<file path="config.mk">
export PLATFORM = sky130hd
export DESIGN_NAME = serial_audio_rx
export DESIGN_NICKNAME = d
export VERILOG_FILES = /design/src/rtl/srx_pkg.sv /design/src/rtl/srx_edge.sv /design/src/rtl/srx_framer.sv /design/src/rtl/srx_hold.sv /design/src/rtl/serial_audio_rx.sv
export SDC_FILE = /design/constraint.sdc
export NUM_CORES = 1
export LEC_CHECK = 0
export ABC_AREA = 0
export BUFFER_PORTS_ARGS = -buffer_cell sky130_fd_sc_hd__buf_2
export CORE_AREA = 2 2 68 119
export CTS_CLUSTER_DIAMETER = 60
export CTS_CLUSTER_SIZE = 14
export DETAILED_ROUTE_END_ITERATION = 8
export DIE_AREA = 0 0 70 121
export HOLD_SLACK_MARGIN = 0.15
export PLACE_DENSITY = 0.79
export REMOVE_ABC_BUFFERS = 1
export SLEW_MARGIN = 30
export SYNTH_ARGS = -nofsm -noshare
export SYNTH_HDL_FRONTEND = slang
export SYNTH_SLANG_ARGS = --single-unit
export TNS_END_PERCENT = 50
</file>
<file path="constraint.sdc">
create_clock -name clk_i -period 4.7 [get_ports clk_i]
set_input_delay 0.47 -clock clk_i [delete_from_list [all_inputs] [get_ports clk_i]]
set_output_delay 0.47 -clock clk_i [all_outputs]
set_load 0.005 [all_outputs]
</file>
<file path="src/rtl/srx_pkg.sv">
package srx_pkg;
  localparam int DATA_W = 32;
  localparam int BCNT_W = $clog2(DATA_W) + 1;
  localparam int WCNT_W = 7;

  typedef enum logic [1:0] {ST_IDLE, ST_DELAY, ST_DATA} rx_state_e;

  typedef struct packed {
    logic              dual;
    logic [WCNT_W-1:0] wcnt2;
    logic [2:0]        wlen2;
    logic [1:0]        rsv_hi;
    logic              ign_fs;
    logic [1:0]        dly;
    logic              rsv_mid;
    logic [WCNT_W-1:0] wcnt1;
    logic [2:0]        wlen1;
    logic [4:0]        rsv_lo;
  } rx_ctrl_t;

  function automatic logic [BCNT_W-1:0] wlen_bits(input logic [2:0] code);
    case (code)
      3'd0:    return BCNT_W'(8);
      3'd1:    return BCNT_W'(12);
      3'd2:    return BCNT_W'(16);
      3'd3:    return BCNT_W'(20);
      3'd4:    return BCNT_W'(24);
      default: return BCNT_W'(32);
    endcase
  endfunction
endpackage

</file>
<file path="src/rtl/srx_edge.sv">
module srx_edge #(
  parameter int SYNC_STAGES = 2
) (
  input  logic clk_i,
  input  logic rst_ni,
  input  logic clk_pol_i,
  input  logic fs_pol_i,
  input  logic sclk_i,
  input  logic fsync_i,
  input  logic sdata_i,
  output logic tick_o,
  output logic fs_o,
  output logic bit_o
);
  localparam int MSB = SYNC_STAGES - 1;

  logic [SYNC_STAGES-1:0] sclk_q, fs_q, dat_q;
  logic                   sclk_d_q;

  always_ff @(posedge clk_i or negedge rst_ni) begin
    if (!rst_ni) begin
      sclk_q   <= '0;
      fs_q     <= '0;
      dat_q    <= '0;
      sclk_d_q <= 1'b0;
    end else begin
      sclk_q   <= {sclk_q[MSB-1:0], sclk_i};
      fs_q     <= {fs_q[MSB-1:0], fsync_i};
      dat_q    <= {dat_q[MSB-1:0], sdata_i};
      sclk_d_q <= sclk_q[MSB];
    end
  end

  assign tick_o = clk_pol_i ? (sclk_q[MSB] & ~sclk_d_q) : (~sclk_q[MSB] & sclk_d_q);
  assign fs_o   = fs_q[MSB] ^ fs_pol_i;
  assign bit_o  = dat_q[MSB];
endmodule

</file>
<file path="src/rtl/srx_framer.sv">
module srx_framer
  import srx_pkg::*;
(
  input  logic              clk_i,
  input  logic              rst_ni,
  input  logic              en_i,
  input  logic [31:0]       ctrl_i,
  input  logic              tick_i,
  input  logic              fs_i,
  input  logic              bit_i,
  output logic [DATA_W-1:0] word_o,
  output logic              word_vld_o,
  output logic              sync_err_o
);
  rx_ctrl_t          cfg;
  rx_state_e         state_q;
  logic              phase_q, fs_prev_q, serr_q;
  logic [1:0]        dly_q, dly_cfg;
  logic [BCNT_W-1:0] bit_q, base_bits, wlen;
  logic [WCNT_W-1:0] wcnt_q, wlast;
  logic [DATA_W-1:0] sh_q, base_sh, next_sh;
  logic              fs_new, in_frame, start, abort, shift_in, word_done;
  logic              unused_rsv;

  assign cfg        = rx_ctrl_t'(ctrl_i);
  assign unused_rsv = ^{cfg.rsv_hi, cfg.rsv_mid, cfg.rsv_lo};
  assign dly_cfg    = (cfg.dly == 2'd3) ? 2'd2 : cfg.dly;

  assign fs_new   = tick_i & fs_i & ~fs_prev_q;
  assign in_frame = (state_q != ST_IDLE);
  assign start    = fs_new & (~in_frame | ~cfg.ign_fs);
  assign abort    = fs_new & in_frame & ~cfg.ign_fs;

  assign wlen  = (start | ~phase_q) ? wlen_bits(cfg.wlen1) : wlen_bits(cfg.wlen2);
  assign wlast = phase_q ? cfg.wcnt2 : cfg.wcnt1;

  assign shift_in  = tick_i & (start ? (dly_cfg == 2'd0)
                                     : ((state_q == ST_DATA) |
                                        ((state_q == ST_DELAY) & (dly_q == 2'd0))));
  assign base_bits = (start | (state_q != ST_DATA)) ? '0 : bit_q;
  assign base_sh   = start ? '0 : sh_q;
  assign next_sh   = {base_sh[DATA_W-2:0], bit_i};
  assign word_done = shift_in & ((base_bits + 1'b1) == wlen);

  assign word_o     = next_sh;
  assign word_vld_o = en_i & word_done;
  assign sync_err_o = serr_q;

  // sync history runs on every tick so enabling mid-pulse sees no false edge
  always_ff @(posedge clk_i or negedge rst_ni) begin
    if (!rst_ni)     fs_prev_q <= 1'b0;
    else if (tick_i) fs_prev_q <= fs_i;
  end

  always_ff @(posedge clk_i or negedge rst_ni) begin
    if (!rst_ni) begin
      state_q <= ST_IDLE;
      phase_q <= 1'b0;
      dly_q   <= '0;
      bit_q   <= '0;
      wcnt_q  <= '0;
      sh_q    <= '0;
      serr_q  <= 1'b0;
    end else if (!en_i) begin
      state_q <= ST_IDLE;
      phase_q <= 1'b0;
      bit_q   <= '0;
      wcnt_q  <= '0;
      sh_q    <= '0;
      serr_q  <= 1'b0;
    end else if (tick_i) begin
      if (start) begin
        phase_q <= 1'b0;
        wcnt_q  <= '0;
        if (abort) serr_q <= 1'b1;
        if (dly_cfg == 2'd0) begin
          state_q <= ST_DATA;
          sh_q    <= next_sh;
          bit_q   <= BCNT_W'(1);
        end else begin
          state_q <= ST_DELAY;
          dly_q   <= dly_cfg - 2'd1;
          sh_q    <= '0;
          bit_q   <= '0;
        end
      end else begin
        case (state_q)
          ST_DELAY: begin
            if (dly_q == 2'd0) begin
              state_q <= ST_DATA;
              sh_q    <= next_sh;
              bit_q   <= BCNT_W'(1);
            end else begin
              dly_q <= dly_q - 2'd1;
            end
          end
          ST_DATA: begin
            if (word_done) begin
              sh_q  <= '0;
              bit_q <= '0;
              if (wcnt_q == wlast) begin
                wcnt_q <= '0;
                if (!phase_q && cfg.dual) phase_q <= 1'b1;
                else                      state_q <= ST_IDLE;
              end else begin
                wcnt_q <= wcnt_q + 1'b1;
              end
            end else begin
              sh_q  <= next_sh;
              bit_q <= bit_q + 1'b1;
            end
          end
          default: ;
        endcase
      end
    end
  end

  assert_word_in_frame_R12: assert property (@(posedge clk_i) disable iff (!rst_ni)
    word_vld_o |-> (state_q == ST_DATA));

  assert_serr_sticky_R8: assert property (@(posedge clk_i) disable iff (!rst_ni)
    (sync_err_o && en_i) |=> sync_err_o);
endmodule

</file>
<file path="src/rtl/srx_hold.sv">
module srx_hold
  import srx_pkg::*;
(
  input  logic              clk_i,
  input  logic              rst_ni,
  input  logic              en_i,
  input  logic [DATA_W-1:0] word_i,
  input  logic              vld_i,
  input  logic              rd_i,
  output logic [DATA_W-1:0] data_o,
  output logic              ready_o,
  output logic              ovr_o
);
  logic full_q, ovr_q, rdy_q;
  logic [DATA_W-1:0] data_q;

  always_ff @(posedge clk_i or negedge rst_ni) begin
    if (!rst_ni) begin
      full_q <= 1'b0;
      ovr_q  <= 1'b0;
      rdy_q  <= 1'b0;
      data_q <= '0;
    end else if (!en_i) begin
      full_q <= 1'b0;
      ovr_q  <= 1'b0;
      rdy_q  <= 1'b0;
    end else begin
      rdy_q <= vld_i;
      if (vld_i) begin
        data_q <= word_i;
        full_q <= 1'b1;
        if (full_q && !rd_i) ovr_q <= 1'b1;
      end else if (rd_i) begin
        full_q <= 1'b0;
      end
    end
  end

  assign data_o  = data_q;
  assign ready_o = rdy_q;
  assign ovr_o   = ovr_q;

  assert_strobe_pulse_R9: assert property (@(posedge clk_i) disable iff (!rst_ni)
    ready_o |=> !ready_o);

  assert_ovr_sticky_R10: assert property (@(posedge clk_i) disable iff (!rst_ni)
    (ovr_o && en_i) |=> ovr_o);

  assert_quiet_when_off_R11: assert property (@(posedge clk_i) disable iff (!rst_ni)
    !en_i |=> (!ready_o && !ovr_o));
endmodule

</file>
<file path="src/rtl/serial_audio_rx.sv">
module serial_audio_rx
  import srx_pkg::*;
#(
  parameter int SYNC_STAGES = 2
) (
  input  logic              clk_i,
  input  logic              rst_ni,
  input  logic              en_i,
  input  logic [31:0]       ctrl_i,
  input  logic              clk_pol_i,
  input  logic              fs_pol_i,
  input  logic              sclk_i,
  input  logic              fsync_i,
  input  logic              sdata_i,
  input  logic              rd_i,
  output logic [DATA_W-1:0] data_o,
  output logic              ready_o,
  output logic              ovr_o,
  output logic              sync_err_o
);
  logic tick, fs_act, bit_s, word_vld;
  logic [DATA_W-1:0] word;

  srx_edge #(.SYNC_STAGES(SYNC_STAGES)) u_edge (
    .clk_i     (clk_i),
    .rst_ni    (rst_ni),
    .clk_pol_i (clk_pol_i),
    .fs_pol_i  (fs_pol_i),
    .sclk_i    (sclk_i),
    .fsync_i   (fsync_i),
    .sdata_i   (sdata_i),
    .tick_o    (tick),
    .fs_o      (fs_act),
    .bit_o     (bit_s)
  );

  srx_framer u_framer (
    .clk_i      (clk_i),
    .rst_ni     (rst_ni),
    .en_i       (en_i),
    .ctrl_i     (ctrl_i),
    .tick_i     (tick),
    .fs_i       (fs_act),
    .bit_i      (bit_s),
    .word_o     (word),
    .word_vld_o (word_vld),
    .sync_err_o (sync_err_o)
  );

  srx_hold u_hold (
    .clk_i   (clk_i),
    .rst_ni  (rst_ni),
    .en_i    (en_i),
    .word_i  (word),
    .vld_i   (word_vld),
    .rd_i    (rd_i),
    .data_o  (data_o),
    .ready_o (ready_o),
    .ovr_o   (ovr_o)
  );
endmodule

</file>
# Yosys cells after proc, flatten, opt, wreduce, memory -nomap -nowiden
# Cells that the tools add are included.
# totals
regBits	93
inputBits	41
output_inout_bits	35
word_cells	152
# op_classes
add_sub_neg	5
eq_ne	31
muxes	60
bitwise_logic	22
reduce_logical	18
# ops
operator	n
2-to-1 mux 31 bit	7
one-hot mux 31 bit (2 select lines)	1
one-hot mux 6 bit (5 select lines)	2
2-to-1 mux 7 bit	7
2-to-1 mux 6 bit	7
2-to-1 mux 2 bit	13
2-to-1 mux 1 bit	21
!= test 3 x 1 -> 1 bit (second input constant)	5
adder 6 x 1 -> 6 bit (second input constant)	2
== test 3 x 2 -> 1 bit (second input constant)	4
!= test 2 x 1 -> 1 bit (second input constant)	6
!= test 4 x 3 -> 1 bit (second input constant)	3
one-hot mux 6 bit (2 select lines)	1
AND 1 bit	11
AND reduction 5 bit	2
AND reduction 3 bit	3
adder 7 x 1 -> 7 bit (second input constant)	1
== test 7 bit	1
== test 3 x 1 -> 1 bit (second input constant)	2
== test 3 bit (second input constant)	2
== test 6 bit	1
zero test 3 bit	2
inverter 1 bit	6
AND reduction 6 bit	1
other kinds (14)	25

# Depth between registers and ports, before layout
# Gate-level depths: netlist of run 1.
# logic_depth
ltp_word	16
ltp_mapped	11
mapped_depth_nobuf	8

# Cells and area by module
# From an unflattened synthesis of run 1, not the netlist that was laid out.
# hier_totals
cells_unflattened	368
hier_area_um2	4460.5
# modules_own_cells
mod	n_inst	cells_each	area_per_inst_um2	seq_area_each_um2
srx_framer	1	280	2837.7	1276.2
srx_hold	1	77	1416.4	875.8
srx_edge	1	11	206.4	175.2

# Least setup slack after synthesis of run 1
# No wires, ideal clock.
# synth_timing
kind	input-to-reg
startpoint	in clk_pol_i
endpoint	reg u_hold.data_q[0], in the netlist u_hold.data_o[0]
setup_ns	0.125
arrival_ns	2.633
t_required_ns	4.575
setup_slack_ns	1.942
path_stages	8
n_path_buf	1
cell_sequence	nor3b_2 -> o2111ai_4 -> and3_4 -> or4b_1 -> and4_4 -> o211ai_2 -> buf_4 -> mux2_2
# synth_between
elab_chain_cells	11
elab_cells_between_ends	15
classes_between	add/sub: 1; eq/ne: 1; mux: 4; bitwise: 8; reduce/logical: 1
# synth_lines
item	line	text
from (decl)	serial_audio_rx.sv:10	input logic clk_pol_i,
2-to-1 mux 1 bit *	srx_edge.sv:34	assign tick_o = clk_pol_i ? (sclk_q[MSB] & ~sclk_d_q) : (~sclk_q[MSB] & sclk_d_q);
AND 1 bit (2 in series)	srx_framer.sv:29	assign fs_new = tick_i & fs_i & ~fs_prev_q;
AND 1 bit	srx_framer.sv:31	assign start = fs_new & (~in_frame | ~cfg.ign_fs);
OR 1 bit	srx_framer.sv:40	assign base_bits = (start | (state_q != ST_DATA)) ? '0 : bit_q;
2-to-1 mux 6 bit	srx_framer.sv:40	
adder 6 x 1 -> 6 bit	srx_framer.sv:43	assign word_done = shift_in & ((base_bits + 1'b1) == wlen);
== test 6 bit	srx_framer.sv:43	
AND 1 bit *	srx_framer.sv:43	
AND 1 bit *	srx_framer.sv:46	assign word_vld_o = en_i & word_done;
AND reduction 2 bit (no line) *	n/a	
to (signal assigned)	srx_hold.sv:30	data_q <= word_i;
to (decl)	srx_hold.sv:15	logic [DATA_W-1:0] data_q;
# Mark *: on every way between the ends. The rest lies on a longest branch, timed or not.
# A chain may end at the register's enable or synchronous reset.

# Worst setup path after layout of run 1
# layout_timing
startpoint	reg u_edge.sclk_q[1]
endpoint	reg u_framer.bit_q[5]
# layout_between
elab_chain_cells	16
elab_cells_between_ends	25
classes_between	add/sub: 1; eq/ne: 4; mux: 9; bitwise: 10; reduce/logical: 1
# layout_lines
item	line	text
from (decl)	srx_edge.sv:17	logic [SYNC_STAGES-1:0] sclk_q, fs_q, dat_q;
from (signal assigned)	srx_edge.sv:27	sclk_q <= {sclk_q[MSB-1:0], sclk_i};
inverter 1 bit	srx_edge.sv:34	
AND 1 bit	srx_edge.sv:34	
2-to-1 mux 1 bit *	srx_edge.sv:34	
AND 1 bit (2 in series)	srx_framer.sv:29	
AND 1 bit	srx_framer.sv:31	
OR 1 bit	srx_framer.sv:40	
2-to-1 mux 6 bit	srx_framer.sv:40	
adder 6 x 1 -> 6 bit	srx_framer.sv:43	
== test 6 bit	srx_framer.sv:43	
AND 1 bit	srx_framer.sv:43	
2-to-1 mux 6 bit	srx_framer.sv:98	if (word_done) begin
one-hot mux 6 bit (2 select lines)	srx_framer.sv:87	case (state_q)
2-to-1 mux 6 bit	srx_framer.sv:72	if (start) begin
2-to-1 mux 6 bit	srx_framer.sv:71	end else if (tick_i) begin
2-to-1 mux 6 bit	srx_framer.sv:64	end else if (!en_i) begin
to (signal assigned)	srx_framer.sv:110	bit_q <= bit_q + 1'b1;
to (decl)	srx_framer.sv:19	logic [BCNT_W-1:0] bit_q, base_bits, wlen;
# Mark *: on every way between the ends. The rest lies on a longest branch, timed or not. The select of a mux whose other input is x is not followed.

==> results of run 1 <==
[cell families (layout without fill, tap and decap cells)]
| kind of cell | count (synthesis) | count (layout) | synth area share [%] |
|---|---|---|---|
| buf+inv | 38 | 99 | 3.80 |
| flops | 93 | 93 | 53.1 |
| simple gates | 173 | 173 | 19.0 |
| compound gates | 104 | 104 | 15.5 |
| fa+ha+maj | 2 | 2 | 0.571 |
| mux | 23 | 23 | 5.62 |
| xor+xnor | 11 | 11 | 2.37 |
[stage by stage]
stage | total power, uW | cell area, um2
5_1_grt | 1740 | 5050
2_1_floorplan | 934 | 4250
3_5_place_dp | 1000 | 4770
3_3_place_gp | 994 | 4760
4_1_cts | 1690 | 5050
6_report | 1680 | 5050
[sequential cells by signal, indices dropped and copies added, names as in the netlist]
name and cells:
u_framer.sync_err_o 1, u_edge.sclk_q 2, u_framer.phase_q 1, u_edge.fs_q 2, u_framer.fs_prev_q 1, u_framer.dly_q 2, u_framer.sh_q 31, u_framer.bit_q 6
u_hold.ovr_o 1, u_hold.data_o 32, u_hold.ready_o 1, u_framer.wcnt_q 7, u_hold.full_q 1, u_framer.state_q 2, u_edge.sclk_d_q 1, u_edge.dat_q 2
[placed cells by master (no fill, tap or decap), drive strengths merged, types with 5 or more instances in the layout]
master | netlist | final
dfrtp | 93 | 93
o21ai | 63 | 63
nand3 | 37 | 37
and3 | 8 | 8
a21oi | 5 | 5
nor2 | 8 | 8
nor2b | 10 | 10
a22o | 5 | 5
xnor2 | 9 | 9
mux2i | 10 | 10
inv | 8 | 8
nand2 | 85 | 85
mux2 | 13 | 13
nand4 | 6 | 6
clkbuf | 23 | 11
buf | 7 | 75
o22a | 5 | 5
[synthesized netlist by cell type, drive strengths merged (2+ instances only)]
cell    number  area share (%)
a31oi        2            0.29
xnor2        9             1.8
nand2b       2            0.29
xor2         2            0.57
a21o         2            0.34
a221o        2            0.46
nand4b       2            0.40
nor2         8            0.68
o31ai        4            0.68
and2         3            0.43
o21a         4            0.68
o22a         5             1.0
dfrtp       93              53
clkbuf      23             2.0
nor3         4            0.57
nand2       85             7.3
mux2i       10             2.3
ha           2            0.57
mux2        13             3.3
o21ai       63             7.2
o211ai       3            0.63
and3         8             1.3
nand4        6            0.86
buf          7             1.1
nor3b        2            0.46
nor2b       10             1.4
nand3       37             4.2
a21oi        5            0.57
inv          8            0.68
a22o         5             1.0
[worst max-delay path by stage]
| stage | to | start | slack, ns | depth (start not counted) |
|---|---|---|---|---|
| after global placement | u_hold.data_o[3] | clk_pol_i | 1.10 | 9 |
| after global routing | u_hold.data_o[2] | u_edge.sclk_q[1] | 0.98 | 9 |
| final | u_framer.bit_q[5] | u_edge.sclk_q[1] | 1.22 | 9 |
| after floorplan | u_hold.data_o[0] | clk_pol_i | 0.98 | 7 |
| after CTS | u_hold.data_o[26] | u_edge.sclk_q[1] | 1.15 | 7 |
| after detailed placement | u_hold.data_o[26] | clk_pol_i | 1.0 | 8 |
[report_power, final]
part	total, uW	leakage (uW)	switching, uW	internal, uW
clock network	688	0.000130	302	386
registers	825	0.00128	11.8	813
logic	163	0.000982	111	52.0
[cell type report]
type | count | share of cell area, %
tap | 88 | 2.18
sequential | 93 | 46.0
timing repair buffer | 75 | 7.87
inverter | 8 | 0.594
multi-input combinational | 313 | 37.6
clock buffer | 11 | 5.00
clock inverter | 5 | 0.693
[critical path, stage by stage (launching register included)]
cell and delay, ns:
sky130_fd_sc_hd__dfrtp_1 0.40, sky130_fd_sc_hd__nor3b_2 0.33, sky130_fd_sc_hd__o2111ai_4 0.50, sky130_fd_sc_hd__a221oi_2 0.52
sky130_fd_sc_hd__nor3_1 0.11, sky130_fd_sc_hd__nor4b_1 0.56, sky130_fd_sc_hd__o21a_1 0.24, sky130_fd_sc_hd__buf_4 0.31
sky130_fd_sc_hd__o31ai_1 0.13, sky130_fd_sc_hd__a22o_1 0.26
[layer usage]
| layer | part of all wire, % | vias up |
|---|---|---|
| met2 | 57 | 73 |
| met4 | 2.3 | 0 |
| li1 | - | 1672 |
| met1 | 38 | 1689 |
| met3 | 3.0 | 18 |
| met5 | 0 | - |
==> results.md, run 1 <==
- The flow ran to the end, and the final reports show no timing, DRC or antenna violations.
- The number of global-route vias before repair was 3537.
- The peak-usage layer in the global routing report is met2.
- Between clock sinks in the finished design, the worst skew comes to 0.00640 ns.
- The first-pass GRT wire length is 15600 um.
- The total power density per cell area is 332 nW/um2.
- The worst setup margin is 1.22 ns.
- The slew of the pin with the lowest slew margin is 0.891 ns.
- 0 antenna diodes ended up in the layout.
- The detailed-placement wirelength estimate is 6190 um.
- The initial antenna violation count is 0.
- The number of storage elements in the synthesis netlist is 93.
- During placement, the flow inserted port buffers numbering 67.
- The clock slew at the register clock pins of the worst setup and hold paths is 0.07 ns.
- Compared with the post-synthesis result, the final layout area differs by 15.3%.
- Max-cap violations in this run came to 0.
- The final layout contains 543 nets.
- The maximum ir drop on the vdd rail is 0.000304 V.
- The fmax is 0.287 GHz.
- In this run the deepest clock path goes through 2 buffers.
- The worst path required time is 4.93 ns.
- The number of levels in the clock H-tree is 3.
- The share of synthesized area occupied by flip-flops and latches is 53.1%.
- TritonCTS built the clock tree.
- For the final routed database, the setup TNS stands at 0 ns.
- Yosys mapped a number of flops with a built-in enable equal to 0.
- The antenna violation net count after detailed routing is 0.
- The worst reg-to-reg path cell count is 9.
- The multi-input combinational cells in the finished layout cover a total of 1900 um2.
- The met2 routing resource usage after global routing is 42.3%.
- The pin count of the biggest net entering global routing is 52.
- The final count of negative-setup-slack endpoints is 0.
- The number of top-level design ports is 76.
- The critical path capture point type is a flip-flop.
- Once layout is complete, the utilization of the core stands at 67.7%.
- The count of cells in the finished layout, fillers not included, comes to 593.
- The core area is 7460 um2.
- The post-route DRC violation count is 0.
- The static leakage is 0.00239 uW.
- The starting density of the core is 58.8%.
- The clock drives 93 sinks.
- The post-route netlist has 22.8% of its cells at a drive strength greater than 1.
- The count of buffers added by post-CTS timing repair for setup is 0.
- In this run the register-to-register setup slack is 1.22 ns.
- Averaged over all synthesized cells, the footprint is 9.87 um2.
- After the first detailed-routing iteration, the DRC count stood at 272.
- The floorplan step set the die width to 70 um.
- At the worst endpoint, the arrival time is 3.71 ns.
- For the worst-skew pair, the clock arrives at the later sink with an insertion delay of 0.34 ns.
- The final hold slack is 0.150 ns.
- The largest fanout on the critical path is 35.
- The share of async-settable or async-resettable flops after synthesis is 100%.
- The most used flip-flop cell after synthesis is sky130_fd_sc_hd__dfrtp_1.
- The final critical path time including I/O delays and setup is 3.48 ns.
- The worst path uses 74.1% of the clock period.
- The number of different library cells in the post-synthesis netlist is 53.
- The routability congestion estimate is 0.840.
- Global routing consumed, on the met3 layer, 3.32% of the routing resources.
- The buffer cell driving the clock tree root is sky130_fd_sc_hd__clkbuf_16.
- The number of iterations in the first detailed-routing pass is 4.
- Setup repair after global routing left no endpoint under its margin.
- In this run the critical register-to-register path is launched from u_edge.sclk_q[1].
- Synthesis produced 444 cells.
- The met1 track demand over resource in global routing is 25.7%.
- The number of placed instances, taps included, is 577.
- The capture instance of the worst register-to-register path is u_framer.bit_q[5].
- Timing analysis after detailed placement gives a worst setup slack of 0.997 ns.
- The class of the most critical setup path is reg -> reg.
- The final number of hold-violating endpoints came to 0.
- The type of the most critical hold path is in -> async.
- The number of gates resized after cts is 0.
- In the routed layout, each cell is associated on average with a via count of 5.82.
- The post-detailed-routing wire length is 9150 um.
- Global routing used 23.0% of the available tracks across all layers.
- For this run the aggregate overflow at the end of global routing stands at 0.
- After clock tree synthesis, the flow added hold-fix buffers numbering 0.
- The worst setup path is launched from a flip-flop.
- The layout filler cell count is 593.
- During synthesis, Yosys emitted a total of 0 warnings.
- Headroom to the max-slew limit came out at 40.6%.
- The area of the die is 8470 um2.
- The vertical die dimension is 121 um.
- The mapped netlist covers 4380 um2.
- The number of clock buffers inserted by TritonCTS is 9.
- The via total after detailed routing is 3452.
- The number of placement rows is 42.
- Summing all flip-flop and latch instances after layout gives 2330 um2.
- The routed length per instance is 15.4 um.
- The max-slew violation total from the final report is 0.
Note: power is estimated with default switching activity, not from simulation.
==> inputs of run 2 (changes only) <==
CORE_AREA = 2 2 70 123   (was 2 2 68 119)
DIE_AREA = 0 0 72 125   (was 0 0 70 121)
PLACE_DENSITY = 0.75   (was 0.79)
clock period = 3.39 ns   (was 4.7 ns; I/O delays follow)
==> results.md, run 2 (same netlist as run 1, synthesis figures left out) <==
- The flow ran to the end, and the final reports show no timing, DRC or antenna violations.
- TritonCTS built the clock tree.
- The final critical path time including I/O delays and setup is 3.04 ns.
- The arrival time of data at the critical path endpoint is 3.27 ns.
- In the layout the commonest cells are 93 x sky130_fd_sc_hd__dfrtp_1, 85 x sky130_fd_sc_hd__nand2_1, 66 x sky130_fd_sc_hd__buf_2.
- The average vias per placed instance is 5.74.
- Buffers inserted during clock tree synthesis total 9.
- For the pin with the worst max-slew slack, the measured transition is 0.693 ns.
- For the worst setup path, the data required time is 3.62 ns.
- Setup violations remaining at the end of the flow were counted as 0.
- The non-filler instance count after layout is 602.
- In the final routing, the length of wire on met1 measures 3500 um.
- In this run the horizontal extent of the chip is 72 um.
- The most numerous cell type found on the critical path is sky130_fd_sc_hd__buf_4.
- The worst setup margin is 0.352 ns.
- The vertical die dimension is 125 um.
- For this run, design rule violations remaining after detail routing come to 0.
- The highest metal layer used by the detailed router is met4.
- The congestion estimate from routability-driven global placement came to 0.822.
- The number of gates resized after cts is 0.
- The number of buffer and inverter stages on the critical path is 2.
- Wire segments on met3 add up to 264 um in the final route.
- STA classifies the critical path startpoint as a flip-flop.
- The initial antenna violation count is 0.
- The quantity of I/O buffers inserted on ports is 67.
- The core region is 8090 um2.
- The number of sinks on the clock net is 93.
- The total overflow reported by the global router is 0.
- The number of global-route vias before repair was 3429.
- CTS placed an instance of sky130_fd_sc_hd__clkbuf_16 at the clock tree root.
- In this run the worst path has a maximum fanout of 29.
- The largest clock skew in the final design is 0.00493 ns.
- After floorplanning, the core was divided into 44 placement rows.
- OpenSTA, run right after detailed placement, puts the worst setup slack at 0.273 ns.
- The final net count is 548.
- Power spread over the standard cell area amounts to 464 nW/um2.
- The path class of the tightest hold or removal check is in -> reg.
- The maximum ir drop on the vdd rail is 0.000309 V.
- The clock slew at the register clock pins of the worst setup and hold paths is 0.06 ns.
- For this block, the initial DRC count from the detailed router was 256.
- Detailed routing inserted a total of 3454 vias.
- The repair_antennas step left the layout with diodes totalling 0.
- The number of levels in the clock H-tree is 3.
- The utilization of the core after routing is 63.4%.
- The final number of hold-violating endpoints is 0.
- The routed length per instance is 14.7 um.
- The antenna violation net count after detailed routing is 0.
- Leaving out fill and tap cells, the most frequent cell in the layout is sky130_fd_sc_hd__dfrtp_1.
- The detailed-placement wirelength estimate is 6100 um.
- Of the available clock period, the critical path in the final layout requires 89.6%.
- The fmax is 0.329 GHz.
- The signal on the critical path passes through and3b_1 > o2111ai_4 > buf_4 > a211o_1 > nand2_1 > nor4b_1 > o21a_1 > buf_4 > o31ai_1 > a22o_1.
- The class of the most critical setup path is reg -> reg.
- In this design, the stage delay of the slowest critical-path cell is 0.62 ns.
- The total global-route track usage is 21.5%.
- The register with the most flip-flops in the layout has 32 of them.
- For this configuration, the core starts out at a cell density of 54.2%.
- The total met2 wirelength after detailed routing is 4860 um.
- The fraction of layout cells with a size suffix above 1 is 22.5%.
- The placed instance area is 4780 um2.
- The clock passes through at most 2 buffers.
- The number of placed instances, taps included is 582.
- Measured against its own limit, the worst slew margin works out to 53.8%.
- The critical path capture point type is a flip-flop.
- In this run the count of I/O pins placed on the die edge is 76.
- The number of iterations in the first detailed-routing pass is 4.
- The max-slew violation total from the final report was 0.
- The post-route cell area is 5130 um2.
- The post-detailed-routing wire length is 8820 um.
- Setup repair after global routing left no endpoint under its margin.
- The area growth from synthesis to layout is 17.0%.
- The clock insertion delay at the later pin of the skew report is 0.34 ns.
- The critical-path cell with the highest stage delay is sky130_fd_sc_hd__nor4b_1.
- Entering global routing, the biggest net connects 79 pins.
- Among cell families on the critical path, the largest total delay comes from compound AO/OA/AOI/OAI gates.
- Summed over all cells, the static leakage comes to 0.00244 uW.
- The count of maximum capacitance violations is 0.
- The die covers 9000 um2.
- The first global-routing pass estimated 15200 um of wire.
- The layout filler cell count is 669.
run 2: cell count changes in the layout (fill, tap and decap cells not counted), sizes merged:
cell,previous run,this run
buf,75,76
clkinv,1,2
dlygate4sd3,0,4
clkbuf,11,14
clkinvlp,4,0
run 2: final cells by class:
| cell class | count | area (um2) | share of cell area (%) |
|---|---|---|---|
| clock buffer | 14 | 294 | 5.73 |
| clock inverter | 2 | 13.8 | 0.268 |
| inverter | 8 | 30.0 | 0.586 |
| multi-input combinational | 313 | 1900 | 37.0 |
| sequential | 93 | 2330 | 45.4 |
| tap | 92 | 115 | 2.24 |
| timing repair buffer | 80 | 449 | 8.76 |
run 2: routing by layer:
metal	GRT usage (%)	vias up
met4	10.2	0
met3	4.27	13
li1	-	1681
met2	37.4	60
met5	0	-
met1	24.7	1700
run 2: repair_timing:
action / in CTS / in global routing
hold endpoints to repair: 3 / 77
hold buffers: 3 / 1
buffers inserted: 0 / 0
run 2: path summary, 6_finish.rpt:
path	startpoint	to	slack, ns	cells past startpoint
max in group asynchronous	rst_ni	u_framer.sh_q[24]	2.10	3
min in group asynchronous	rst_ni	u_framer.wcnt_q[2]	0.57	2
max	u_edge.sclk_q[1]	u_framer.bit_q[5]	0.35	10
min reg2reg	u_edge.dat_q[0]	u_edge.dat_q[1]	0.35	0
min	ctrl_i[31]	u_framer.phase_q	0.28	3
max reg2reg	u_edge.sclk_q[1]	u_framer.bit_q[5]	0.35	10
run 2: power breakdown:
part	internal, uW	switching (uW)
sequential	1130	14.6
clock	597	410
combinational	78.5	151
total	1800	576
run 2: through the flow:
step                power (uW)  setup TNS (ns)  hold WS [ns]
floorplan                 1290           -5.59        0.0434
global placement          1380               0         0.334
detailed placement        1390               0         0.341
CTS                       2400               0         0.187
global route              2480               0         0.324
finish                    2380               0         0.278
run 2: worst register-to-register path: cells and delay by family, from the launching register on:
kind / cells / cell delay [ns]
flops: 1 / 0.40
simple gates: 3 / 0.92
compound gates: 5 / 1.07
buf+inv: 2 / 0.54
==> inputs of run 3 (changes only) <==
CORE_AREA = 2 2 78 136   (was 2 2 70 123)
DIE_AREA = 0 0 80 138   (was 0 0 72 125)
PLACE_DENSITY = 0.62   (was 0.75)
==> results.md, run 3 (same netlist as run 1, synthesis figures left out) <==
- The initial antenna violation count came to 0.
- For this run the aggregate overflow at the end of global routing stands at 0.
- The number of clock buffers inserted by TritonCTS is 9.
- After the first detailed-routing iteration, the DRC count stood at 208.
- The worst reg-to-reg path cell count is 9.
- Dividing the detail-routed wire length by the instance count gives 14.3 um.
- The count of maximum capacitance violations is 0.
- Setup repair after global routing left no endpoint under its margin.
- The worst register-to-register path ends at u_framer.state_q[1].
- The number of placement rows is 49.
- The starting density of the core is 43.6%.
- The largest fanout on the critical path is 25.
- The critical path capture point is u_framer.state_q[1].
- The die covers 11000 um2.
- The via total after detailed routing is 3429.
- The final critical path time including I/O delays and setup is 3.04 ns.
- The buffer cell driving the clock tree root is sky130_fd_sc_hd__clkbuf_16.
- The number of top-level design ports is 76.
- The first-pass GRT wire length is 16100 um.
- The post-route netlist has 22.9% of its cells at a drive strength greater than 1.
- In this run the register-to-register setup slack is 0.35 ns.
- The quantity of I/O buffers inserted on ports is 67.
- Setup violations remaining at the end of the flow were counted as 0.
- The fmax is 0.329 GHz.
- At the pin with the least slew margin, the transition time is 0.689 ns.
- The number of gates resized after cts is 0.
- Setup slack on the critical path of the routed design comes to 0.353 ns.
- The antenna violation net count after detailed routing is 0.
- The first TritonRoute pass finished after 5 iterations.
- The net count of the finished layout is 550.
- The TritonCTS clock tree is built.
- For the final database, setup skew stands at 0.00604 ns.
- The number of levels in the clock H-tree is 3.
- For this design, the sink count on the clock tree is 93.
- Measured along the x axis, the die boundary spans 80 um.
- The type of the most critical hold path is in -> reg.
- The most frequent standard cell in the layout excluding fill and tap cells is sky130_fd_sc_hd__dfrtp_1.
- The worst setup timing slack at the placement stage is 0.299 ns.
- The final number of hold-violating endpoints was 0.
- The die is 138 um tall.
- The maximum ir drop on the vdd rail is 0.000272 V.
- The max-slew violation total from the final report came to 0.
- The number of global-route vias before repair came to 3441.
- The detailed-placement wirelength estimate is 6370 um.
- The clock slew at the register clock pins of the worst setup and hold paths is 0.06 ns.
- After filler insertion, the fill cell instance count of the layout stands at 968.
- The post-detailed-routing wire length is 9160 um.
- The flow ran to the end, and the final reports show no timing, DRC or antenna violations.
- The routability congestion estimate is 0.812.
- The setup path with the least slack is of type reg -> reg.
- STA classifies the critical path endpoint as a flip-flop.
- The start of the worst register-to-register path is u_edge.sclk_q[1].
- The static leakage is 0.00244 uW.
- Compared with the post-synthesis result, the final layout area differs by 17.9%.
- The clock insertion delay at the later pin of the skew report is 0.34 ns.
- In the layout the commonest cells are 93 x sky130_fd_sc_hd__dfrtp_1, 85 x sky130_fd_sc_hd__nand2_1, 66 x sky130_fd_sc_hd__buf_2.
- The worst path uses 89.6% of the clock period.
- STA classifies the critical path startpoint as a flip-flop.
- Tracing the worst setup path back leads to its startpoint at u_edge.sclk_q[1].
- In the routed layout, each cell is associated on average with a via count of 5.37.
- The pin count of the biggest net entering global routing is 70.
- Global routing used 18.2% of the available tracks.
- The maximum number of buffers from clock root to sink is 2.
- The post-route DRC violation count is 0.
- The repair_antennas step left the layout with diodes totalling 0.
- Data on the critical path is required at its endpoint by 3.61 ns.
- The aggregate negative setup slack is 0 ns.
- Power spread over the standard cell area amounts to 447 nW/um2.
- The arrival time of data at the critical path endpoint is 3.26 ns.
- After floorplanning, the core was sized to cover 10100 um2.
- The register with the most flip-flops in the layout has 32 of them.
- In this run the tightest slew margin relative to its limit is 54.1%.
- Cells fill 51.4% of the core in the end.
==> run 3: cell count changes in the layout (fill, tap and decap cells not counted), sizes merged <==
cell	change
clkbuf	-4
clkinv	+3
buf	+2
inv	+1
==> run 3: power by group <==
group | switching, uW | internal (uW) | leakage (uW) | total [uW]
combinational | 153 | 79.3 | 0.00102 | 233
sequential | 15.3 | 1130 | 0.00128 | 1140
clock | 422 | 515 | 0.000142 | 937
==> run 3: metrics by stage <==
stage | instances | power [uW] | hold slack [ns] | instance area (um2)
5_1_grt | 639 | 2420 | 0.307 | 5170
4_1_cts | 638 | 2340 | 0.151 | 5150
2_1_floorplan | 414 | 1290 | 0.0434 | 4250
6_report | 639 | 2310 | 0.295 | 5170
3_5_place_dp | 619 | 1390 | 0.336 | 4850
3_3_place_gp | 619 | 1390 | 0.336 | 4850
==> run 3: how the worst min path moves through the flow <==
stage / start / endpoint / slack (ns) / depth (start not counted)
2_1_floorplan: rst_ni / u_edge.dat_q[0] / 0.04 / 0
3_3_place_gp: u_edge.dat_q[0] / u_edge.dat_q[1] / 0.34 / 0
3_5_place_dp: u_edge.fs_q[0] / u_edge.fs_q[1] / 0.34 / 0
4_1_cts: rst_ni / u_framer.wcnt_q[2] / 0.15 / 1
5_1_grt: rd_i / u_hold.full_q / 0.31 / 3
6_report: ctrl_i[31] / u_framer.phase_q / 0.30 / 3
==> run 3: area by class of cell <==
class                   instances  area [um2]  share of cell area [%]
repair buffers                 82         477                    9.22
flip-flops and latches         93        2330                    45.0
clock buffers                  10         239                    4.62
well taps                     127         159                    3.07
clock inverters                 6        37.5                   0.726
multi-input cells             313        1900                    36.7
inverters                       8        30.0                   0.581
==> run 3: timing repair <==
| action | in CTS | in global routing |
|---|---|---|
| hold buffers | 3 | 1 |
| setup buffers | 0 | 0 |
| endpoints found under the hold margin | 3 | 67 |
==> run 3: critical path: stages, from the launching register on <==
cell                        delay (ns)
sky130_fd_sc_hd__dfrtp_1          0.40
sky130_fd_sc_hd__nor3b_2          0.32
sky130_fd_sc_hd__o2111ai_4        0.28
sky130_fd_sc_hd__a221o_1          0.43
sky130_fd_sc_hd__a21o_1           0.19
sky130_fd_sc_hd__a2111oi_4        0.40
sky130_fd_sc_hd__o21a_1           0.20
sky130_fd_sc_hd__buf_4            0.25
sky130_fd_sc_hd__a31oi_1          0.15
sky130_fd_sc_hd__a221o_1          0.29
==> run 3: metal layers <==
metal / global-route usage, % / vias up / routed length, um
met4: 7.14 / 0 / 178
met2: 32.1 / 66 / 4920
li1: - / 1687 / -
met3: 3.39 / 11 / 280
met5: 0 / - / 0
met1: 21.4 / 1665 / 3780
